### src/rtl/fft_agu_pkg.sv
package fft_agu_pkg;

  // Butterfly span (half group size) for a stage number.
  function automatic logic [31:0] span_of(input logic [7:0] stg);
    if (stg == 8'd0) return 32'd0;
    return 32'd1 << (stg - 8'd1);
  endfunction

  // Address one past the current group.
  function automatic logic [31:0] group_end(input logic [31:0] base,
                                            input logic [31:0] span);
    return base + (span << 1);
  endfunction

  // Upper operand address within a group.
  function automatic logic [31:0] upper_addr(input logic [31:0] base,
                                             input logic [31:0] k);
    return base + k;
  endfunction

  // Lower operand address, one span away from the upper one.
  function automatic logic [31:0] lower_addr(input logic [31:0] upper,
                                             input logic [31:0] span);
    return upper + span;
  endfunction

endpackage

### src/rtl/fft_agu_stage_ctl.sv
module fft_agu_stage_ctl #(
  parameter int LOG2N = 6,
  parameter int SW    = $clog2(LOG2N + 1),
  parameter int AW    = LOG2N
) (
  input  logic          clk,
  input  logic          rst_n,
  input  logic          start,
  input  logic          grp_wrap,
  output logic          run,
  output logic [SW-1:0] stage,
  output logic [AW-1:0] stride,
  output logic          launch,
  output logic          done
);

  localparam logic [SW-1:0] TOP_STAGE = SW'(LOG2N);

  logic stage_adv;
  logic finish;

  assign launch    = start && !run;
  assign finish    = run && grp_wrap && (stage == SW'(1));
  assign stage_adv = run && grp_wrap && (stage != SW'(1));

  always_ff @(posedge clk or negedge rst_n) begin
    if (!rst_n) begin
      run    <= 1'b0;
      stage  <= '0;
      stride <= '0;
      done   <= 1'b0;
    end else begin
      done <= finish;
      if (launch) begin
        run    <= 1'b1;
        stage  <= TOP_STAGE;
        stride <= AW'(1);
      end else if (finish) begin
        run <= 1'b0;
      end else if (stage_adv) begin
        stage  <= stage - SW'(1);
        stride <= stride << 1;
      end
    end
  end

  // completion pulse lasts a single cycle
  a_r8_done_single: assert property (@(posedge clk) disable iff (!rst_n)
    done |=> !done);

  // pulse follows a running cycle and sees the pass stopped
  a_r8_done_after_run: assert property (@(posedge clk) disable iff (!rst_n)
    done |-> (!run && $past(run)));

  // stage holds or drops by one while running
  a_r3_stage_step: assert property (@(posedge clk) disable iff (!rst_n)
    (run && $past(run)) |-> (stage == $past(stage) || stage == $past(stage) - SW'(1)));

  // stage never leaves 1..LOG2N during a pass
  a_r3_stage_range: assert property (@(posedge clk) disable iff (!rst_n)
    run |-> (stage >= SW'(1) && stage <= TOP_STAGE));

  // start while busy does not reload the stage
  a_r9_busy_start: assert property (@(posedge clk) disable iff (!rst_n)
    (run && start && !grp_wrap) |=> (run && stage == $past(stage)));

endmodule

### src/rtl/fft_agu_group_walk.sv
module fft_agu_group_walk
  import fft_agu_pkg::*;
#(
  parameter int LOG2N = 6,
  parameter int SW    = $clog2(LOG2N + 1),
  parameter int AW    = LOG2N
) (
  input  logic          clk,
  input  logic          rst_n,
  input  logic          launch,
  input  logic          run,
  input  logic [SW-1:0] stage,
  input  logic [AW-1:0] stride,
  output logic [AW-1:0] span,
  output logic [AW-1:0] base,
  output logic [AW-1:0] bfly,
  output logic [AW-1:0] tw_idx,
  output logic          grp_wrap
);

  localparam logic [31:0] NPTS = 32'd1 << LOG2N;
  localparam logic [AW-1:0] HALF_N = AW'(NPTS >> 1);

  logic last_bfly;
  logic last_group;

  assign span       = AW'(span_of(8'(stage)));
  assign last_bfly  = (bfly == span - AW'(1));
  assign last_group = (group_end(32'(base), 32'(span)) == NPTS);
  assign grp_wrap   = run && last_bfly && last_group;

  always_ff @(posedge clk or negedge rst_n) begin
    if (!rst_n) begin
      base   <= '0;
      bfly   <= '0;
      tw_idx <= '0;
    end else if (launch || grp_wrap) begin
      base   <= '0;
      bfly   <= '0;
      tw_idx <= '0;
    end else if (run && last_bfly) begin
      base   <= AW'(group_end(32'(base), 32'(span)));
      bfly   <= '0;
      tw_idx <= '0;
    end else if (run) begin
      bfly   <= bfly + AW'(1);
      tw_idx <= tw_idx + stride;
    end
  end

  // each group opens with twiddle index 0
  a_r6_tw_group_start: assert property (@(posedge clk) disable iff (!rst_n)
    (run && bfly == '0) |-> (tw_idx == '0));

  // twiddle index stays below N/2
  a_r6_tw_bound: assert property (@(posedge clk) disable iff (!rst_n)
    run |-> (tw_idx < HALF_N));

  // butterfly counter stays inside the group
  a_r4_bfly_bound: assert property (@(posedge clk) disable iff (!rst_n)
    run |-> (bfly < span));

endmodule

### src/rtl/fft_agu_addr_out.sv
module fft_agu_addr_out
  import fft_agu_pkg::*;
#(
  parameter int AW = 6
) (
  input  logic          clk,
  input  logic          rst_n,
  input  logic          run,
  input  logic [AW-1:0] base,
  input  logic [AW-1:0] bfly,
  input  logic [AW-1:0] span,
  input  logic [AW-1:0] tw_idx,
  output logic          valid,
  output logic [AW-1:0] addr_a,
  output logic [AW-1:0] addr_b,
  output logic [AW-1:0] twiddle
);

  assign valid   = run;
  assign addr_a  = AW'(upper_addr(32'(base), 32'(bfly)));
  assign addr_b  = AW'(lower_addr(32'(addr_a), 32'(span)));
  assign twiddle = tw_idx;

  // upper operand never has the span bit set, lower one always has it
  a_r5_pair_split: assert property (@(posedge clk) disable iff (!rst_n)
    valid |-> (((addr_a & span) == '0) && ((addr_b & span) == span)));

  // lower operand lies above the upper one
  a_r5_pair_order: assert property (@(posedge clk) disable iff (!rst_n)
    valid |-> (addr_b > addr_a));

endmodule

### src/rtl/fft_dif_agu.sv
module fft_dif_agu #(
  parameter int LOG2N = 6,
  localparam int AW   = LOG2N,
  localparam int SW   = $clog2(LOG2N + 1)
) (
  input  logic          clk,
  input  logic          rst_n,
  input  logic          start,
  output logic          valid,
  output logic [AW-1:0] addr_a,
  output logic [AW-1:0] addr_b,
  output logic [AW-1:0] twiddle,
  output logic [SW-1:0] stage,
  output logic          done
);

  logic          run;
  logic          launch;
  logic          grp_wrap;
  logic [AW-1:0] stride;
  logic [AW-1:0] span;
  logic [AW-1:0] base;
  logic [AW-1:0] bfly;
  logic [AW-1:0] tw_idx;

  fft_agu_stage_ctl #(.LOG2N(LOG2N), .SW(SW), .AW(AW)) u_stage (
    .clk      (clk),
    .rst_n    (rst_n),
    .start    (start),
    .grp_wrap (grp_wrap),
    .run      (run),
    .stage    (stage),
    .stride   (stride),
    .launch   (launch),
    .done     (done)
  );

  fft_agu_group_walk #(.LOG2N(LOG2N), .SW(SW), .AW(AW)) u_walk (
    .clk      (clk),
    .rst_n    (rst_n),
    .launch   (launch),
    .run      (run),
    .stage    (stage),
    .stride   (stride),
    .span     (span),
    .base     (base),
    .bfly     (bfly),
    .tw_idx   (tw_idx),
    .grp_wrap (grp_wrap)
  );

  fft_agu_addr_out #(.AW(AW)) u_out (
    .clk     (clk),
    .rst_n   (rst_n),
    .run     (run),
    .base    (base),
    .bfly    (bfly),
    .span    (span),
    .tw_idx  (tw_idx),
    .valid   (valid),
    .addr_a  (addr_a),
    .addr_b  (addr_b),
    .twiddle (twiddle)
  );

  // idle block shows no activity
  a_r1_idle_quiet: assert property (@(posedge clk) disable iff (!rst_n)
    !run |-> !valid);

  // an idle start produces valid output on the next cycle
  a_r2_launch: assert property (@(posedge clk) disable iff (!rst_n)
    (start && !valid) |=> valid);

endmodule

### config.mk
export PLATFORM = sky130hd
export DESIGN_NAME = fft_dif_agu
export DESIGN_NICKNAME = d
export VERILOG_FILES = /design/src/rtl/fft_agu_pkg.sv /design/src/rtl/fft_agu_stage_ctl.sv /design/src/rtl/fft_agu_group_walk.sv /design/src/rtl/fft_agu_addr_out.sv /design/src/rtl/fft_dif_agu.sv
export SDC_FILE = /design/constraint.sdc
export NUM_CORES = 1
export LEC_CHECK = 0
export ABC_AREA = 0
export ABC_CLOCK_PERIOD_IN_PS = 8700
export BUFFER_PORTS_ARGS = -buffer_cell sky130_fd_sc_hd__buf_2
export CELL_PAD_IN_SITES_DETAIL_PLACEMENT = 0
export CELL_PAD_IN_SITES_GLOBAL_PLACEMENT = 1
export CORE_ASPECT_RATIO = 1.4
export CORE_MARGIN = 5
export CORE_UTILIZATION = 49
export DETAILED_ROUTE_END_ITERATION = 8
export PLACE_DENSITY = 0.95
export SYNTH_ARGS = -nofsm -noshare
export SYNTH_HDL_FRONTEND = slang
export SYNTH_SLANG_ARGS = --single-unit
### constraint.sdc
create_clock -name clk -period 8.7 [get_ports clk]
set_input_delay 0.87 -clock clk [delete_from_list [all_inputs] [get_ports clk]]
set_output_delay 0.87 -clock clk [all_outputs]
set_load 0.01 [all_outputs]
==> results of run 1 <==
-- layer usage --
| layer | GRT usage [%] | wire length (microns) | vias to the layer above |
|---|---|---|---|
| met5 | 0 | 0 | - |
| met2 | 31.38 | 2580 | 49 |
| li1 | - | - | 911 |
| met1 | 23.05 | 2216 | 868 |
| met3 | 2.469 | 182 | 17 |
| met4 | 7.297 | 180 | 0 |
-- cell families (layout without fill, tap and decap cells) --
logic type                 count (synthesis)  count (layout)  synth area share [%]
and+or+nand+nor                           79              79                 17.25
buffers and inverters                     19              42                 3.256
DFF                                       28              28                 30.39
muxes                                     12              12                 5.534
adders and majority gates                 32              32                 17.91
xor gates and xnor gates                  28              28                 10.64
AOI/OAI and AO/OA                         46              46                 15.03
-- synth_stat cells, types with 2 or more instances --
| master | number | area share [%] |
|---|---|---|
| fa_1 | 3 | 2.6 |
| mux2i_1 | 9 | 3.9 |
| nand2b_1 | 7 | 1.9 |
| maj3_1 | 4 | 1.7 |
| or3_1 | 4 | 1.1 |
| inv_1 | 13 | 2.1 |
| o21ai_0 | 9 | 2.0 |
| and4_1 | 2 | 0.76 |
| xor2_1 | 9 | 3.4 |
| dfrtp_1 | 28 | 30 |
| nor4_1 | 2 | 0.54 |
| clkbuf_1 | 5 | 0.81 |
| a21oi_1 | 12 | 2.6 |
| nand2_1 | 28 | 4.6 |
| a32o_1 | 6 | 2.6 |
| xnor2_1 | 19 | 7.2 |
| nor2_1 | 14 | 2.3 |
| mux2_2 | 2 | 0.98 |
| a22oi_1 | 2 | 0.65 |
| nor2b_1 | 5 | 1.4 |
| nand3_1 | 4 | 0.87 |
| nor3_1 | 7 | 1.5 |
| a21o_1 | 5 | 1.6 |
| ha_1 | 25 | 14 |
-- final cells by class --
class                   instances  area, sq um  area share [%]
well taps                      62        77.57           3.057
clock buffers                   4        55.05           2.170
inverters                      13        48.80           1.923
flip-flops and latches         28        700.7           27.61
repair buffers                 25        125.1           4.931
multi-input cells             197         1530           60.31
-- registers in the layout (all words and copies together), names as in the netlist --
name            count
u_stage.stride      6
u_stage.stage       3
u_walk.base         5
u_stage.run         1
u_walk.tw_idx       6
u_walk.bfly         6
u_stage.done        1
-- critical path, stage by stage, from the launching register on --
cell	delay (ns)
dfrtp_1	0.47
inv_1	0.10
ha_1	0.21
ha_1	0.21
nand2b_1	0.22
nor3_1	0.67
ha_1	0.40
a21oi_1	0.34
o21ai_0	0.13
a31oi_1	0.28
mux2_2	0.41
a2111oi_4	0.55
mux2_4	0.35
-- stage by stage --
step / cell area, sq um / total power [mW] / util, %
after global routing: 2537 / 1.268 / 55.94
after detailed placement: 2482 / 1.077 / 54.73
after floorplan: 2306 / 0.8587 / -
final: 2537 / 1.152 / 55.94
after CTS: 2537 / 1.162 / 55.94
after global placement: 2482 / 1.056 / 54.73
-- where the power goes --
group	switching [mW]	internal, mW
sequential	0.0692	0.181
clock	0.0384	0.0405
combinational	0.451	0.372
-- worst max-delay path by stage --
| stage | slack (ns) | cells after the start | to |
|---|---|---|---|
| after global placement | 4.45 | 12 | u_stage.stage[1] |
| after floorplan | 4.71 | 15 | u_stage.stage[1] |
| after CTS | 4.30 | 12 | u_stage.stage[1] |
| after global routing | 3.84 | 12 | u_stage.stage[1] |
| after detailed placement | 4.32 | 12 | u_stage.stage[1] |
| final | 4.26 | 12 | u_stage.stage[1] |
==> out/metrics.cfg, run 1 <==
[clocking]
numCtsBuffers = 3
root_buffer = clkbuf_8
worstSkewPairLatency_ns = 0.27
ctsResizeCount = 0
h-tree-depth = 1
post_cts_buffers = 0
holdBufCountCts = 0
clockBufferDepth = 2
clk_pin_slew_ns = 0.09
cts_tree = done
cts_sinks = 28

[power_and_ir_drop]
powerDensity_nw_per_um2 = 453.9
p_leak_nw = 1.205
max-vdd-ir-drop_v = 0.0002231

[final_layout]
layout-drive-gt1-share_pct = 13.86
antenna_cells = 0
syn_to_final_growth_pct = 10.04
fillCellCount = 417
finalNonFillerCells = 329
fin_nets = 299
mostFrequentLayoutCells = nand2_1, dfrtp_1, ha_1, buf_2, xnor2_1

[synthesis]
syn-instance-count = 244
ys_warn_count = 0
ys_types = 44
synth_area_per_cell_sq_um = 9.451
async_reset_ff_share_pct = 100.0
synth_nets = 275
yosys_most_used_dff = dfrtp_1
ys_seq_elements = 28
synth_edf_count = 0
seq_area_frac_synth_pct = 30.39
syn_area_sq_um = 2306

[route]
vias_per_cell = 5.608
vias = 1845
route.detailed.drc = 0
drt_wl_total_microns = 5160
wire_per_inst_microns = 15.68
drtAntennaViolNets = 0
drtIter0Drc = 77
firstDrtPassIters = 4

[min_path]
hold_path.class = flip-flop to flip-flop
whs_path_depth = 1
whs_endpoint = u_walk.tw_idx[0]
min_from = u_walk.tw_idx[0]

[timing]
whs_ns = 0.5278
finalSetupViolations = 0
period_minus_slack_ns = 4.443
worst_pin_slew_ns = 0.7686
relSlewSlack_pct = 48.37
hold_viol = 0
rsz0062_at_grt = no
skew_ns = 0.005588
worst_slack_ns = 4.257
fin_setup_tns_ns = 0
fin_crit_sh_pct = 51.07
maxSlewViolCount = 0
max_freq_mhz = 225.1

[worst_setup_path]
endpoint_kind = flip-flop
critPathMaxFanout = 8
worst_r2r_endpoint = u_stage.stage[1]
ff2ff_setup_slack_ns = 4.26
regToRegStartpoint = u_stage.stage[0]
crit_start = u_stage.stage[0]
rr_worst_depth = 12
critPathKind = flip-flop to flip-flop
cp.arrival_ns = 4.60
worstSetupStartpointType = flip-flop
crit_required_ns = 8.86

[global_route]
grt_pass1_wl_microns = 8866
gr-total-overflow = 0
grt_max_degree = 29
grt_pass1_vias = 1897
grt_util_all_layers_pct = 18.50
antenna_found_initial = 0

[die]
die_height_microns = 91.17
dieArea_sq_um = 6198
core_area_sq_um = 4536
pin_count = 26
initial_utilization_pct = 50.84
die_w_microns = 67.98
row_count = 29

[place]
dpl.cell_count = 325
dp_hpwl_microns = 4029
gp_congestion = 0.8945
pre_cts_slack_ns = 4.317
port_buffers = 25

[outcome]
status = completed

[run]
drv_cap = 0

(Power assumes the default switching activity.)
==> inputs of run 2 (changes only) <==
ABC_CLOCK_PERIOD_IN_PS = 4100   (was 8700)
CORE_UTILIZATION = 45   (was 49)
PLACE_DENSITY = 0.9   (was 0.95)
clock period = 4.1 ns   (was 8.7 ns; I/O delays follow)
==> out/metrics.cfg, run 2 (synthesis results as in run 1) <==
[outcome]
status = completed

[worst_setup_path]
crit_required_ns = 4.29  ; -4.57 ns
critPathKind = flip-flop to flip-flop
cp.arrival_ns = 4.08  ; -0.52 ns
worstSetupStartpointType = flip-flop
endpoint_kind = flip-flop
critPathMaxFanout = 7  ; -1

[die]
core_area_sq_um = 4917  ; +8.4%
row_count = 30  ; +3.4%
die_height_microns = 94.70  ; +3.9%
initial_utilization_pct = 46.90  ; -3.9 points
pin_count = 26  ; unchanged
die_w_microns = 70.50  ; +3.7%
dieArea_sq_um = 6676  ; +7.7%

[place]
port_buffers = 25  ; unchanged
dp_hpwl_microns = 4155  ; +3.1%
gp_congestion = 0.8577  ; -4.1%
dpl.cell_count = 332  ; +2.2%

[route]
vias_per_cell = 5.513  ; -1.7%
drt_wl_total_microns = 5169  ; +0.17%
route.detailed.drc = 0  ; unchanged
vias = 1858  ; +0.70%
drtAntennaViolNets = 0  ; unchanged
firstDrtPassIters = 4  ; unchanged
drtIter0Drc = 75  ; -2.6%
wire_per_inst_microns = 15.34  ; -2.2%

[run]
drv_cap = 0  ; unchanged

[timing]
fin_setup_tns_ns = 0  ; unchanged
fin_crit_sh_pct = 94.81  ; +44 points
maxSlewViolCount = 0  ; unchanged
rsz0062_at_grt = no
skew_ns = 0.0007527  ; -0.004835 ns
max_freq_mhz = 257.2  ; +14%
period_minus_slack_ns = 3.887  ; -0.5556 ns
finalSetupViolations = 0  ; unchanged
worst_pin_slew_ns = 0.6970  ; -0.07154 ns
relSlewSlack_pct = 53.36  ; +5.0 points
hold_viol = 0  ; unchanged

[clocking]
h-tree-depth = 1  ; unchanged
cts_tree = done
holdBufCountCts = 0  ; unchanged
worstSkewPairLatency_ns = 0.27  ; about the same
numCtsBuffers = 3  ; unchanged
cts_sinks = 28  ; unchanged
clockBufferDepth = 2  ; unchanged
clk_pin_slew_ns = 0.09  ; about the same
root_buffer = clkbuf_8

[final_layout]
fin_nets = 305  ; +2.0%
layout-drive-gt1-share_pct = 17.22  ; +3.4 points
syn_to_final_growth_pct = 12.80
finalNonFillerCells = 337  ; +2.4%
reg_top3 = u_stage.stride (6), u_walk.bfly (6), u_walk.tw_idx (6)
antenna_cells = 0  ; unchanged
mostFrequentLayoutCells = nand2_1, dfrtp_1, ha_1, buf_2, xnor2_1

[global_route]
grt_pass1_vias = 1925  ; +1.5%
antenna_found_initial = 0  ; unchanged
grt_max_degree = 29  ; unchanged
grt_pass1_wl_microns = 8859  ; about the same
grt_util_all_layers_pct = 16.36  ; -2.1 points
gr-total-overflow = 0  ; unchanged

[min_path]
hold_path.class = primary input to async pin

[power_and_ir_drop]
powerDensity_nw_per_um2 = 950.8  ; +110%
p_leak_nw = 1.236  ; +2.6%
max-vdd-ir-drop_v = 0.0004295  ; +93%
power_mw = 2.473  ; +110%

==> run 2: cell types whose count changed in the layout (fill, tap and decap cells not counted), sizes merged <==
| cell | delta |
|---|---|
| buf | +6 |
==> run 2: critical path, stage by stage, from the launching register on <==
cell and delay [ns]:
dfrtp_1 0.41, inv_2 0.08, ha_1 0.19, ha_1 0.21, nand2b_2 0.22, or3_4 0.42, inv_1 0.11, ha_1 0.17
inv_1 0.05, fa_1 0.40, inv_1 0.07, a21oi_1 0.11, xnor2_1 0.14, or3_4 0.39, a2111oi_4 0.42, buf_6 0.20
mux2i_1 0.21
==> run 2: worst paths after layout <==
kind	startpoint	slack, ns	cells after the start	to
max in group asynchronous	rst_n	3.56	1	u_walk.bfly[2]
min in group clk	start	0.45	2	u_stage.run
setup reg to reg	u_stage.stage[1]	0.21	16	u_stage.stride[5]
hold / removal	rst_n	0.14	1	u_stage.stride[5]
setup / recovery	u_stage.stage[1]	0.21	16	u_stage.stride[5]
hold reg to reg	u_walk.tw_idx[3]	0.54	1	u_walk.tw_idx[3]
==> run 2: where the power goes <==
group / switching [mW] / total, mW / leakage [nW] / internal [mW]
logic: 0.962 / 1.78 / 0.864 / 0.820
clock network: 0.0810 / 0.167 / 0.0288 / 0.0859
registers: 0.142 / 0.525 / 0.344 / 0.383
total: 1.18 / 2.47 / 1.24 / 1.29
==> run 2: layout make-up <==
class | count | area (sq um)
Sequential cell | 28 | 700.7
Tap cell | 64 | 80.08
Fill cell | 455 | 2316
Clock buffer | 4 | 55.05
Timing Repair Buffer | 31 | 173.9
Multi-Input combinational cell | 197 | 1543
Inverter | 13 | 48.80
==> run 2: per-stage QoR <==
step	worst slack (ns)	hold slack, ns	area, sq um	util, %
3_5_place_dp	0.1567	0.4610	2522	51.30
2_1_floorplan	0.1099	0.1144	2306	-
6_report	0.2127	0.1384	2601	52.90
4_1_cts	0.1280	0.1598	2577	52.42
3_3_place_gp	0.2807	0.4576	2522	51.30
5_1_grt	0.01577	0.1845	2601	52.90
==> run 2: what timing repair did <==
action                     in CTS  in global routing
setup endpoints to repair       0                 11
hold endpoints to repair        0                  0
gates resized for setup         0                  6
setup buffers                   0                  1
==> run 2: metal layers <==
| metal | vias to the layer above | part of all wire (%) | GRT usage, % |
|---|---|---|---|
| met3 | 4 | 3.0 | 1.384 |
| met2 | 41 | 54 | 31.48 |
| li1 | 926 | - | - |
| met1 | 887 | 42 | 18.68 |
| met4 | 0 | 1.0 | 5.591 |
| met5 | - | 0 | 0 |
